===== config.mk =====
export PLATFORM = sky130hd
export DESIGN_NAME = evc_ctrl
export DESIGN_NICKNAME = d
export VERILOG_FILES = /design/src/rtl/evc_pkg.sv /design/src/rtl/evc_subscriber.sv /design/src/rtl/evc_chan_state.sv /design/src/rtl/evc_ctrl.sv
export SDC_FILE = /design/constraint.sdc
export NUM_CORES = 1
export LEC_CHECK = 0
export CELL_PAD_IN_SITES_DETAIL_PLACEMENT = 1
export CELL_PAD_IN_SITES_GLOBAL_PLACEMENT = 1
export CORE_UTILIZATION = 35
export CTS_BUF_LIST = sky130_fd_sc_hd__clkbuf_4 sky130_fd_sc_hd__clkbuf_8
export DETAILED_ROUTE_END_ITERATION = 6
export GPL_TIMING_DRIVEN = 0
export PLACE_DENSITY_LB_ADDON = 0.1
export SETUP_SLACK_MARGIN = 0.15
export SLEW_MARGIN = 10
export SYNTH_ARGS = -nofsm -noshare
export SYNTH_HDL_FRONTEND = slang
export SYNTH_SLANG_ARGS = --single-unit

===== constraint.sdc =====
create_clock -name clk -period 9.1 [get_ports clk]
set_clock_uncertainty 0.15 [all_clocks]
set_input_delay 2.275 -clock clk [delete_from_list [all_inputs] [get_ports clk]]
set_output_delay 2.275 -clock clk [all_outputs]
set_load 0.05 [all_outputs]

===== src/rtl/evc_pkg.sv =====
package evc_pkg;

    // Address layout shared by decode and the bench-visible map
    localparam int ADDR_W      = 12;
    localparam int TASK_BASE   = 'h000;
    localparam int SUB_OFS     = 'h080;
    localparam int STATUS_ADDR = 'h100;
    localparam int SET_ADDR    = 'h104;
    localparam int CLR_ADDR    = 'h108;
    localparam int MASK_BASE   = 'h200;
    localparam int SUB_EN_BIT  = 31;
    localparam int IDX_W       = $clog2(SUB_OFS / 4);

    typedef enum logic [2:0] {
        RK_NONE,
        RK_TASK,
        RK_SUB,
        RK_STATUS,
        RK_SET,
        RK_CLR,
        RK_MASK
    } reg_kind_e;

    typedef struct packed {
        reg_kind_e          kind;
        logic [IDX_W-1:0]   idx;
    } reg_sel_t;

    function automatic reg_sel_t decode_addr(input logic [ADDR_W-1:0] a,
                                             input int n_tasks,
                                             input int n_groups);
        reg_sel_t s;
        int ai;
        ai     = int'(a);
        s.kind = RK_NONE;
        s.idx  = '0;
        if (a[1:0] == 2'b00) begin
            if (ai >= TASK_BASE && ai < TASK_BASE + 4 * n_tasks) begin
                s.kind = RK_TASK;
                s.idx  = IDX_W'((ai - TASK_BASE) / 4);
            end else if (ai >= TASK_BASE + SUB_OFS &&
                         ai < TASK_BASE + SUB_OFS + 4 * n_tasks) begin
                s.kind = RK_SUB;
                s.idx  = IDX_W'((ai - TASK_BASE - SUB_OFS) / 4);
            end else if (ai == STATUS_ADDR) begin
                s.kind = RK_STATUS;
            end else if (ai == SET_ADDR) begin
                s.kind = RK_SET;
            end else if (ai == CLR_ADDR) begin
                s.kind = RK_CLR;
            end else if (ai >= MASK_BASE && ai < MASK_BASE + 4 * n_groups) begin
                s.kind = RK_MASK;
                s.idx  = IDX_W'((ai - MASK_BASE) / 4);
            end
        end
        return s;
    endfunction

endpackage


===== src/rtl/evc_subscriber.sv =====
module evc_subscriber #(
    parameter int NUM_CH = 32,
    parameter int DATA_W = 32
) (
    input  logic              clk,
    input  logic              rst,
    input  logic              wr_en,
    input  logic [DATA_W-1:0] wdata,
    input  logic [NUM_CH-1:0] evt_pulse,
    input  logic [NUM_CH-1:0] ch_en,
    output logic              fire,
    output logic [DATA_W-1:0] cfg_word
);
    import evc_pkg::*;

    localparam int CH_W = $clog2(NUM_CH);

    typedef struct packed {
        logic            en;
        logic [CH_W-1:0] ch;
    } sub_cfg_t;

    sub_cfg_t cfg_q;

    always_ff @(posedge clk) begin
        if (rst) begin
            cfg_q <= '0;
        end else if (wr_en) begin
            cfg_q.en <= wdata[SUB_EN_BIT];
            cfg_q.ch <= wdata[CH_W-1:0];
        end
    end

    logic in_range;
    assign in_range = (int'(cfg_q.ch) < NUM_CH);
    assign fire     = cfg_q.en && in_range && evt_pulse[cfg_q.ch] && ch_en[cfg_q.ch];

    always_comb begin
        cfg_word                 = '0;
        cfg_word[CH_W-1:0]       = cfg_q.ch;
        cfg_word[SUB_EN_BIT]     = cfg_q.en;
    end


    sub_clear_chk: assert property (@(posedge clk) disable iff (rst)
        (wr_en && wdata == '0) |=> !fire);

endmodule


===== src/rtl/evc_chan_state.sv =====
module evc_chan_state #(
    parameter int NUM_CH     = 32,
    parameter int NUM_GROUPS = 6
) (
    input  logic                              clk,
    input  logic                              rst,
    input  logic [NUM_CH-1:0]                 set_mask,
    input  logic [NUM_CH-1:0]                 clr_mask,
    input  logic [NUM_GROUPS-1:0]             grp_en,
    input  logic [NUM_GROUPS-1:0]             grp_dis,
    input  logic [NUM_GROUPS-1:0]             mask_we,
    input  logic [NUM_CH-1:0]                 mask_wdata,
    output logic [NUM_GROUPS-1:0][NUM_CH-1:0] grp_mask,
    output logic [NUM_CH-1:0]                 ch_en
);
    logic [NUM_GROUPS-1:0][NUM_CH-1:0] mask_q;
    logic [NUM_CH-1:0]                 ch_q;
    logic [NUM_CH-1:0]                 raise;
    logic [NUM_CH-1:0]                 kill;

    for (genvar g = 0; g < NUM_GROUPS; g++) begin : g_mask
        always_ff @(posedge clk) begin
            if (rst)
                mask_q[g] <= '0;
            else if (mask_we[g])
                mask_q[g] <= mask_wdata;
        end
    end

    always_comb begin
        raise = set_mask;
        kill  = clr_mask;
        for (int g = 0; g < NUM_GROUPS; g++) begin
            if (grp_en[g])  raise = raise | mask_q[g];
            if (grp_dis[g]) kill  = kill  | mask_q[g];
        end
    end

    always_ff @(posedge clk) begin
        if (rst)
            ch_q <= '0;
        else
            ch_q <= (ch_q | raise) & ~kill;
    end

    assign grp_mask = mask_q;
    assign ch_en    = ch_q;


    kill_wins_chk: assert property (@(posedge clk) disable iff (rst)
        (|kill) |=> ((ch_q & $past(kill)) == '0));


    raise_lands_chk: assert property (@(posedge clk) disable iff (rst)
        (|(raise & ~kill)) |=> ((ch_q & $past(raise & ~kill)) == $past(raise & ~kill)));


    idle_hold_chk: assert property (@(posedge clk) disable iff (rst)
        (set_mask == '0 && clr_mask == '0 && grp_en == '0 && grp_dis == '0) |=> $stable(ch_q));


    reset_clear_chk: assert property (@(posedge clk)
        rst |=> (ch_q == '0 && mask_q == '0));

endmodule


===== src/rtl/evc_ctrl.sv =====
module evc_ctrl #(
    parameter int NUM_CH     = 32,
    parameter int NUM_GROUPS = 6,
    parameter int DATA_W     = 32
) (
    input  logic                      clk,
    input  logic                      rst,
    input  logic                      req_valid,
    input  logic                      req_write,
    input  logic [evc_pkg::ADDR_W-1:0] req_addr,
    input  logic [DATA_W-1:0]         req_wdata,
    output logic [DATA_W-1:0]         rsp_rdata,
    input  logic [NUM_CH-1:0]         evt_pulse,
    output logic [NUM_CH-1:0]         ch_enable
);
    import evc_pkg::*;

    localparam int NUM_TASKS = 2 * NUM_GROUPS;

    reg_sel_t sel;
    logic     wr_go;
    logic     rd_go;

    assign sel   = decode_addr(req_addr, NUM_TASKS, NUM_GROUPS);
    assign wr_go = req_valid && req_write;
    assign rd_go = req_valid && !req_write;

    // Task strobes: software writes of value 1 merged with subscribed events
    logic [NUM_TASKS-1:0]             sw_task;
    logic [NUM_TASKS-1:0]             hw_task;
    logic [NUM_TASKS-1:0]             task_fire;
    logic [NUM_TASKS-1:0]             sub_we;
    logic [NUM_TASKS-1:0][DATA_W-1:0] sub_word;
    logic [NUM_GROUPS-1:0]            grp_en;
    logic [NUM_GROUPS-1:0]            grp_dis;
    logic [NUM_GROUPS-1:0]            mask_we;
    logic [NUM_GROUPS-1:0][NUM_CH-1:0] grp_mask;
    logic [NUM_CH-1:0]                set_mask;
    logic [NUM_CH-1:0]                clr_mask;
    logic [NUM_CH-1:0]                ch_en;

    for (genvar t = 0; t < NUM_TASKS; t++) begin : g_task
        assign sw_task[t] = wr_go && sel.kind == RK_TASK && int'(sel.idx) == t &&
                            req_wdata == DATA_W'(1);
        assign sub_we[t]  = wr_go && sel.kind == RK_SUB && int'(sel.idx) == t;

        evc_subscriber #(.NUM_CH(NUM_CH), .DATA_W(DATA_W)) u_sub (
            .clk       (clk),
            .rst       (rst),
            .wr_en     (sub_we[t]),
            .wdata     (req_wdata),
            .evt_pulse (evt_pulse),
            .ch_en     (ch_en),
            .fire      (hw_task[t]),
            .cfg_word  (sub_word[t])
        );

        assign task_fire[t] = sw_task[t] | hw_task[t];
    end

    for (genvar g = 0; g < NUM_GROUPS; g++) begin : g_grp
        assign grp_en[g]  = task_fire[2*g];
        assign grp_dis[g] = task_fire[2*g+1];
        assign mask_we[g] = wr_go && sel.kind == RK_MASK && int'(sel.idx) == g;
    end

    assign set_mask = (wr_go && sel.kind == RK_SET) ? req_wdata[NUM_CH-1:0] : '0;
    assign clr_mask = (wr_go && sel.kind == RK_CLR) ? req_wdata[NUM_CH-1:0] : '0;

    evc_chan_state #(.NUM_CH(NUM_CH), .NUM_GROUPS(NUM_GROUPS)) u_state (
        .clk        (clk),
        .rst        (rst),
        .set_mask   (set_mask),
        .clr_mask   (clr_mask),
        .grp_en     (grp_en),
        .grp_dis    (grp_dis),
        .mask_we    (mask_we),
        .mask_wdata (req_wdata[NUM_CH-1:0]),
        .grp_mask   (grp_mask),
        .ch_en      (ch_en)
    );

    assign ch_enable = ch_en;

    // Read path, one register stage
    logic [DATA_W-1:0] rd_next;
    always_comb begin
        rd_next = '0;
        unique case (sel.kind)
            RK_STATUS, RK_SET, RK_CLR: rd_next = DATA_W'(ch_en);
            RK_SUB:  rd_next = sub_word[sel.idx];
            RK_MASK: rd_next = DATA_W'(grp_mask[sel.idx]);
            default: rd_next = '0;
        endcase
    end

    logic zero_rd_q;
    always_ff @(posedge clk) begin
        if (rst) begin
            rsp_rdata <= '0;
            zero_rd_q <= 1'b0;
        end else begin
            zero_rd_q <= rd_go && (sel.kind == RK_TASK || sel.kind == RK_NONE);
            if (rd_go)
                rsp_rdata <= rd_next;
        end
    end


    zero_read_chk: assert property (@(posedge clk) disable iff (rst)
        zero_rd_q |-> (rsp_rdata == '0));


    dead_write_chk: assert property (@(posedge clk) disable iff (rst)
        (wr_go && sel.kind == RK_NONE && hw_task == '0) |=> $stable(ch_enable));

endmodule


# Word-level counts from Yosys, hierarchy flattened
# Index checks and enable logic that the tools add are counted.
[classes]
add_sub_neg = 4
n_mul = 0
div = 0
magnitude_cmp = 19
eq_ne = 21
n_shift = 0
muxes = 77
bitwise_logic = 29
reduce_logical = 81
[ops]
columns = ["op", "n"]
rows = [
  ["2-to-1 mux 32 bit", 16],
  ["bitwise OR 32 bit", 13],
  ["binary-select mux 32 bit (select 4 bit)", 1],
  ["binary-select mux 1 bit (select 5 bit)", 24],
  ["binary-select mux 32 bit (select 3 bit)", 1],
  ["one-hot mux 32 bit (3 select lines)", 1],
  ["logical AND 1 bit", 75],
  ["< comparator 5 x 6 -> 1 bit, second input constant", 12],
  ["== test 12 x 10 -> 1 bit, second input constant", 3],
  ["AND 32 bit", 1],
  ["== test 32 x 1 -> 1 bit, second input constant", 1],
  ["2-to-1 mux 8 bit", 4],
  ["NOT 32 bit", 1],
  ["2-to-1 mux 1 bit", 24],
  ["== test 5 x 4 -> 1 bit, second input constant", 4],
  ["== test 5 bit, second input constant", 4],
  ["2-to-1 mux 5 bit", 3],
  ["subtractor 12 x 10 -> 13 bit, second input constant", 1],
  ["subtractor 12 x 8 -> 13 bit, second input constant", 1],
  [">= comparator 12 x 10 -> 1 bit, second input constant", 1],
  [">= comparator 12 x 8 -> 1 bit, second input constant", 1],
  ["< comparator 12 x 10 -> 1 bit, second input constant", 1],
  ["< comparator 12 x 6 -> 1 bit, second input constant", 1],
  ["< comparator 12 x 8 -> 1 bit, second input constant", 1],
  ["16 further kinds", 36],
]
[totals]
ff_bits = 328
latch_bits = 0
mem_bits_rw = 0
mem_bits_ro = 0
in_bits = 80
wordCells = 263
n_memories = 0

# Depth between registers and ports, before layout
# Gate-level depths: netlist of the first run.
[logic_depth]
depth_word = 29
mapped_depth = 15
depth_no_buf = 12

# Modules after synthesis
# A second synthesis of the first run with hierarchy kept.
[unflattened]
cells_unflattened = 3493
hier_area_um2 = 27637.8
[modules_own_cells]
columns = ["mod", "n_inst", "cells_each", "area_per_inst_um2"]
rows = [
  ["evc_subscriber", 12, 126, 877.1],
  ["evc_chan_state", 1, 949, 9486.6],
  ["evc_ctrl", 1, 1032, 7626.1],
]

# Least setup slack after synthesis of the first run
# Ideal clock, no wire load.
[synth_path]
path_kind = "input to register"
startpoint = "input port req_addr[9] (netlist bit)"
endpoint = "register rsp_rdata[14]"
setup_ns = 0.086
arrival_time_ns = 5.147
t_required_ns = 8.864
slack_ns = 3.717
cell_stages = 14
path_buffers = 3
cell_sequence = "or3_1 -> buf_2 -> nor4_1 -> ha_1 -> ha_1 -> o211ai_1 -> a21o_1 -> buf_2 -> clkbuf_1 -> nand2_1 -> and3_1 -> a311oi_1 -> o21ai_0 -> a211oi_1"
[synth_between]
elab_chain_len = 13
[synth_lines]
columns = ["element", "line", "text"]
rows = [
  ["start, declared", "evc_ctrl.sv:10", "input logic [evc_pkg::ADDR_W-1:0] req_addr,"],
  ["subtractor 12 x 10 -> 13 bit", "evc_pkg.sv:53", "s.idx = IDX_W'((ai - MASK_BASE) / 4);"],
  ["AND 1 bit (no line)", "--", ""],
  ["adder 5 x 1 -> 5 bit (no line)", "--", ""],
  ["2-to-1 mux 8 bit", "evc_pkg.sv:51", "end else if (ai >= MASK_BASE && ai < MASK_BASE + 4 * n_groups) begin"],
  ["2-to-1 mux 5 bit", "evc_pkg.sv:49", "end else if (ai == CLR_ADDR) begin"],
  ["2-to-1 mux 5 bit", "evc_pkg.sv:47", "end else if (ai == SET_ADDR) begin"],
  ["2-to-1 mux 5 bit", "evc_pkg.sv:45", "end else if (ai == STATUS_ADDR) begin"],
  ["2-to-1 mux 8 bit", "evc_pkg.sv:41", "end else if (ai >= TASK_BASE + SUB_OFS &&"],
  ["2-to-1 mux 8 bit *", "evc_pkg.sv:38", "if (ai >= TASK_BASE && ai < TASK_BASE + 4 * n_tasks) begin"],
  ["2-to-1 mux 8 bit *", "evc_pkg.sv:37", "if (a[1:0] == 2'b00) begin"],
  ["binary-select mux 32 bit (select 4 bit) or binary-select mux 32 bit (select 3 bit) (tied branches)", "evc_ctrl.sv:91, evc_ctrl.sv:92", ""],
  ["2-to-1 mux 32 bit (on tied branches)", "evc_ctrl.sv:91, evc_ctrl.sv:92", ""],
  ["one-hot mux 32 bit (3 select lines) *", "evc_ctrl.sv:89", "unique case (sel.kind)"],
  ["end signal, assigned", "evc_ctrl.sv:105", "rsp_rdata <= rd_next;"],
  ["end, declared", "evc_ctrl.sv:12", "output logic [DATA_W-1:0] rsp_rdata,"],
]
# Mark *: on every way between the ends. The rest lies on a longest branch, timed or not. The select of a mux whose other input is x is not followed.
# A chain may end at the register's enable or synchronous reset.

# Worst setup path after layout of the first run
[layout_path]
startpoint = "input port req_addr[10] (netlist bit)"
endpoint = "register u_state.mask_q (netlist bit u_state.grp_mask[135])"
[layout_between]
elab_chain_len = 12
[layout_lines]
columns = ["element", "line", "text"]
rows = [
  ["subtractor 12 x 10 -> 13 bit (tied with other cells)", "evc_pkg.sv:53", ""],
  ["AND 1 bit (no line) or logical AND 1 bit (tied branches)", "--", ""],
  ["adder 5 x 1 -> 5 bit (no line) or 2-to-1 mux 8 bit (tied branches)", "--", ""],
  ["2-to-1 mux 8 bit or 2-to-1 mux 3 bit (tied branches)", "evc_pkg.sv:51, evc_pkg.sv:49", ""],
  ["2-to-1 mux 5 bit or 2-to-1 mux 3 bit (tied branches)", "evc_pkg.sv:49, evc_pkg.sv:47", ""],
  ["2-to-1 mux 5 bit or 2-to-1 mux 3 bit (tied branches)", "evc_pkg.sv:47, evc_pkg.sv:45", ""],
  ["2-to-1 mux 5 bit or 2-to-1 mux 8 bit (tied branches)", "evc_pkg.sv:45, evc_pkg.sv:41", ""],
  ["2-to-1 mux 8 bit (on tied branches)", "evc_pkg.sv:41, evc_pkg.sv:38", ""],
  ["2-to-1 mux 8 bit *", "evc_pkg.sv:38", ""],
  ["2-to-1 mux 8 bit *", "evc_pkg.sv:37", ""],
  ["== test 5 x 4 -> 1 bit or logical AND 1 bit (tied branches)", "evc_ctrl.sv:64", "assign mask_we[g] = wr_go && sel.kind == RK_MASK && int'(sel.idx) == g;"],
  ["logical AND 1 bit *", "evc_ctrl.sv:64", ""],
  ["end signal, assigned by index", "evc_chan_state.sv:26", "mask_q[g] <= mask_wdata;"],
  ["end, declared", "evc_chan_state.sv:16", "logic [NUM_GROUPS-1:0][NUM_CH-1:0] mask_q;"],
]
# Mark *: on every way between the ends. The rest lies on a longest branch, timed or not.

==> results of run 1 <==
[routing by layer]
metal	routed length, um	global-route usage (%)
met1	56400	55.7
met2	62700	66.4
met3	14800	9.27
met4	9950	26.9
met5	58	0
[worst reg2reg max path: cells and delay by family, from the launching register on]
| kind | cells | cell delay [ns] |
|---|---|---|
| muxes | 2 | 1.11 |
| DFF | 1 | 0.76 |
| and+or+nand+nor | 2 | 0.73 |
| buffers and inverters | 1 | 0.67 |
| AOI/OAI and AO/OA | 3 | 1.33 |
[cell type report]
cell class              instances  share of cell area (%)
clock buffers                 108                    5.21
diodes                          2                  0.0191
clock inverters                12                   0.354
multi-input cells            2279                    55.4
plain buffers                 313                    5.12
repair buffers                117                    4.47
well taps                     846                    4.05
flip-flops and latches        328                    25.1
inverters                      16                   0.230
[cell families after synthesis]
group | Yosys count
buf+inv | 329
compound gates | 920
fa+ha+maj | 4
xor+xnor | 5
flops | 328
simple gates | 1189
mux | 161
[stage by stage]
stage | instance area, um2 | setup WS [ns] | total power [uW] | cells
floorplan | 22400 | 3.72 | 1580 | 2936
detailed placement | 24700 | 1.35 | 1700 | 3899
CTS | 26100 | 2.03 | 3400 | 4019
global route | 26100 | 1.78 | 3480 | 4021
global placement | 24600 | 1.52 | 1700 | 3896
finish | 26100 | 1.89 | 3410 | 4021
[flip-flops by register name (all words and copies together) (netlist names)]
name                   cells
u_state.ch_en             32
g_task.u_sub.cfg_word     72
u_state.grp_mask         192
rsp_rdata                 32
[synthesized netlist by cell type (6+ instances only)]
cell,n
nor2b_1,13
nor4b_1,6
nor3_2,7
a211o_1,7
a21oi_1,351
nand3b_1,8
o211ai_1,25
a221o_1,9
a221oi_1,65
buf_2,78
a222oi_1,58
and4_1,27
a31o_2,7
o21ai_0,106
a21o_1,34
nor4_1,9
a311oi_1,27
mux4_2,90
and3_1,42
or3_1,6
mux2i_1,36
a32oi_1,29
nand4_1,14
dfxtp_1,328
nand2b_1,7
a31oi_1,29
mux2_2,35
buf_1,11
inv_1,14
nor3_1,7
a22oi_1,36
a22o_1,29
nor2_1,121
clkbuf_1,208
buf_4,15
a211oi_1,37
o21ai_1,18
nand3_1,157
nand2_1,713
nor3b_1,6
o2111ai_1,19
and2_1,19
[power by group through the flow]
stage	combinational [uW]	clock (uW)	sequential, uW
2_1_floorplan	84.8	0	1500
3_3_place_gp	222	0	1480
3_5_place_dp	225	0	1480
4_1_cts	226	1730	1450
5_1_grt	238	1790	1450
6_report	234	1730	1450
[worst max-delay path by stage]
stage / to / slack (ns) / cells past startpoint
floorplan: rsp_rdata[14]$_SDFFE_PP0P_ / 3.72 / 14
global placement: u_state.ch_en[16]$_SDFF_PP0_ / 1.52 / 9
detailed placement: u_state.grp_mask[135]$_SDFFE_PP0P_ / 1.35 / 14
CTS: u_state.grp_mask[135]$_SDFFE_PP0P_ / 2.03 / 14
global route: u_state.grp_mask[135]$_SDFFE_PP0P_ / 1.78 / 14
finish: u_state.grp_mask[135]$_SDFFE_PP0P_ / 1.89 / 14
==> metrics.cfg, run 1 <==
[floorplanning]
fp.dieH_um=255
ioPinCount=144
fp.dieW_um=255
start_util_pct=35.5
rows=92
core_area_mm2=0.0632
die_area_mm2=0.0651

[worst_setup_path]
cp.buffers_inverters=4
reg2reg_slack_ns=4.21
cp_slowest_stage_delay_ns=0.80
critPathTopFamily=simple AND/OR/NAND/NOR gates
reg2reg_depth=8
crit_start=req_addr[10]
path_cells=clkdlybuf4s50_1 > or3_1 > buf_2 > nor4_1 > ha_1 > ha_1 > o211ai_1 > a21o_1 > buf_2 > nand2_1 > nor3_2 > clkbuf_1 > nand2_1 > a21oi_1
rr_startpoint=u_state.ch_en[20]$_SDFF_PP0_
cp-end-kind=register
cp.required_ns=9.54
cp_slowest_cell=nor3_2
critPathArrivalTime_ns=7.65
startpoint_type=input port
reg2reg_to=u_state.ch_en[17]$_SDFF_PP0_
crit_fanout=10
critPathKind=in2reg

[detailed_routing]
via_per_inst=6.90
drtIter0Drc=3720
routedWlPerCell_um=35.8
antenna_left=0
drc=5
num_vias=27742
routed_wl_um=144000
drt-pass1-iter-count=7

[cts]
cts_tree=yes
htree_levels=3
cts_sinks=328
postCtsSetupRepairBufs=0
clockBufferDepth=3
clk_pin_slew_ns=0.05
clk_root_buffer_cell=clkbuf_8
clock_latency_ns=0.68
cts_hold_buf=0
cts_buffers=69
ctsResizeCount=0

[final_layout]
mostFrequentLayoutCells=nand2_1, a21oi_1, dfxtp_1
final_common_cell=nand2_1
nets=3208
fillCellCount=7766
multi_input_area_mm2=0.0145
syn_to_final_growth_pct=16.6
final_layout_size_suffix_gt1_share_pct=12.3
utilization_pct=41.4
regArea_mm2=0.00657

[synth]
yosys.area_share.simple_pct=24.2
synth_top_family_by_area=compound AO/OA/AOI/OAI gates
synthArstFlopShare_pct=0
yosysTopAreaCell=dfxtp_1
synth.ff_latch_count=328
synth_warnings=0
synth.area.top_cells=dfxtp_1, nand2_1, mux4_2
syn_inst=2936
syn_area_per_cell_um2=7.64
synth_flop_cell=dfxtp_1
synth_area_mm2=0.0224
synth-adder-area-share_pct=0.223
synth.area.mux_share_pct=12.4
ys_seq_area_share_pct=29.3
synth_nets=3020
synth_edf_count=0
yosysTopAreaCellShare_pct=29.3
synth_cell_types=80
synth_compound_area_share_pct=27.5
synthXorXnorAreaFrac_pct=0.195

[power]
p_sw_uw=951
pwr-share-comb_pct=6.9
peakVddDrop_v=0.000111
power_density_mw_per_mm2=130
p_leak_uw=0.00790
p_seq_share_pct=42.5
swShare_pct=27.9
internal_power_uw=2460
power_frac_clock_pct=50.7

[timing]
tightest_slew_ns=1.45
relSlewSlack_pct=3.04
slew_violations=0
hold_viol=0
finalCritPeriodShare_pct=79.2
setup_viol_count_final=0
fin_crit_ns=7.21
hold_ws_ns=0.351
rsz0062_at_grt=false
max_clock_freq_ghz=0.139
fin_setup_tns_ns=0

[placement]
dp_hpwl_um=103000
portBuffers=114
routabilityCongestion=0.991

[global_route]
grt-ovfl-total=0
antenna_found_initial=9
grt_pass1_wl_um=200000
grt_max_degree=11
grt_pass1_vias=27007
grtUsageTotal_pct=43.4

[run_status]
violations=design-rule violations
status=complete, but fails checks

[run]
maxCapViolCount=0

[min_path]
min_path_cells=2
worstHoldPathType=reg2reg
holdPathEnd=rsp_rdata[25]$_SDFFE_PP0P_
hold_start=rsp_rdata[25]$_SDFFE_PP0P_

No activity file was read; power rests on OpenSTA's default activity.
==> run 2: changes to the inputs <==
==> constraint.sdc (replaced) <==
create_clock -name clk -period 6.5 [get_ports clk]
set_clock_uncertainty 0.15 [all_clocks]
set_input_delay 1.625 -clock clk [delete_from_list [all_inputs] [get_ports clk]]
set_output_delay 1.625 -clock clk [all_outputs]
set_load 0.05 [all_outputs]
==> run 2 against run 1 <==
- clock power is 40% higher
- clock-buffer cell count stayed put
- highest routed layer unchanged
- largest cell class unchanged
- total power is 40% higher
- cell area hardly changed
- hold slack hardly changed
- die area stayed put
- the flow now finishes without violations
- final cell count hardly changed
- global-route usage stayed put
==> metrics.cfg, run 2 (synthesis gave the netlist of run 1 again) <==
[run_status]
status=complete, no violations

[floorplanning]
core_area_mm2=0.0632
die_area_mm2=0.0651
rows=92
ioPinCount=144
fp.dieW_um=255
start_util_pct=35.5
fp.dieH_um=255

[worst_setup_path]
cp.required_ns=6.86
cp-end-kind=register
critPathKind=in2reg
startpoint_type=input port
crit_fanout=10
critPathArrivalTime_ns=6.65

[timing]
fin_crit_ns=6.28
slew_violations=0
finalCritPeriodShare_pct=96.7
tightest_slew_ns=1.48
max_clock_freq_ghz=0.159
fin_setup_tns_ns=0
relSlewSlack_pct=1.19
layout_setup_ws_ns=0.216
setup_viol_count_final=0
hold_viol=0
rsz0062_at_grt=false

[power]
swShare_pct=27.9
peakVddDrop_v=0.000155
power_density_mw_per_mm2=183
p_sw_uw=1330
power_frac_clock_pct=50.7
pwr-share-comb_pct=6.9
p_seq_share_pct=42.5
p_leak_uw=0.00790
internal_power_uw=3440

[detailed_routing]
routedWlPerCell_um=35.7
drt-pass1-iter-count=7
via_per_inst=6.89
routed_wl_um=144000
num_vias=27728
drc=0
antenna_left=0
drtIter0Drc=3707

[run]
maxCapViolCount=0

[placement]
dp_hpwl_um=103000
place_ws_ns=-0.599
routabilityCongestion=0.991
portBuffers=114

[global_route]
grt_max_degree=11
grt-ovfl-total=0
antenna_found_initial=9
grt_pass1_vias=27007
grt_pass1_wl_um=200000
grtUsageTotal_pct=43.4

[final_layout]
multi_input_area_mm2=0.0145
syn_to_final_growth_pct=16.6
fillCellCount=7764
regArea_mm2=0.00657
mostFrequentLayoutCells=nand2_1, a21oi_1, dfxtp_1
largest_reg_flops=192
nets=3208
final_layout_size_suffix_gt1_share_pct=12.3
final_common_cell=nand2_1

[min_path]
worstHoldPathType=reg2reg

[cts]
htree_levels=3
clk_root_buffer_cell=clkbuf_8
cts_buffers=69
cts_hold_buf=0
cts_tree=yes
clockBufferDepth=3
cts_sinks=328
clock_latency_ns=0.68
clk_pin_slew_ns=0.06

## run 2: worst max-delay path, cell delays in order
cell	delay (ns)
clkdlybuf4s50_1	0.49
or3_1	0.38
buf_2	0.19
nor4_1	0.24
ha_1	0.25
ha_1	0.20
xnor2_1	0.19
nor4_1	0.11
nor3_2	0.93
clkbuf_1	0.91
buf_2	0.43
nand2_1	0.33
mux2i_1	0.27
nor2_1	0.07
## run 2: power groups by stage
| stage | combinational (uW) | clock [uW] | sequential, uW |
|---|---|---|---|
| 5_1_grt | 333 | 2510 | 2030 |
| 6_report | 327 | 2420 | 2030 |
| 2_1_floorplan | 119 | 0 | 2100 |
| 4_1_cts | 317 | 2420 | 2030 |
| 3_5_place_dp | 315 | 0 | 2070 |
| 3_3_place_gp | 310 | 0 | 2070 |
## run 2: stage by stage
step           hold WS (ns)  util (%)  instances  area [um2]  total power, uW
6_report              0.351      41.4       4024       26200             4770
5_1_grt               0.369      41.4       4021       26100             4870
4_1_cts               0.351      41.4       4019       26100             4760
3_5_place_dp          0.342      39.1       3899       24700             2390
3_3_place_gp          0.327      39.0       3896       24600             2380
2_1_floorplan         0.288         -       2936       22400             2220
## run 2: worst paths after layout
path | startpoint | end | slack [ns] | cells after the start
worst min-delay path | rsp_rdata[25]$_SDFFE_PP0P_ | rsp_rdata[25]$_SDFFE_PP0P_ | 0.35 | 2
worst max-delay path | req_addr[10] | g_task[9].u_sub.cfg_word[1]$_SDFFE_PP0P_ | 0.22 | 14
worst min register to register | rsp_rdata[25]$_SDFFE_PP0P_ | rsp_rdata[25]$_SDFFE_PP0P_ | 0.35 | 2
worst max register to register | u_state.ch_en[9]$_SDFF_PP0_ | u_state.ch_en[28]$_SDFF_PP0_ | 1.58 | 10
## run 2: final cells by class
type | instances | area share, %
Antenna cell | 5 | 0.0478
Sequential cell | 328 | 25.1
Multi-Input combinational cell | 2279 | 55.4
Clock buffer | 108 | 5.20
Timing Repair Buffer | 117 | 4.46
Buffer | 313 | 5.12
Inverter | 16 | 0.230
Clock inverter | 12 | 0.354
Tap cell | 846 | 4.05
## run 2: what timing repair did
item / CTS / global route
pin swaps: 0 / 0
setup buffers: 0 / 0
setup endpoints to repair: 9 / 26
gates resized for setup: 1 / 2
hold endpoints to repair: 0 / 0
## run 2: routing by layer
layer / GRT usage, % / vias to the layer above / wire length (um) / part of all wire (%)
li1: - / 11334 / - / -
met1: 55.7 / 13742 / 56400 / 39
met2: 66.4 / 2043 / 62600 / 44
met3: 9.27 / 599 / 14700 / 10
met4: 26.9 / 10 / 9920 / 6.9
met5: 0 / - / 60 / 0.042
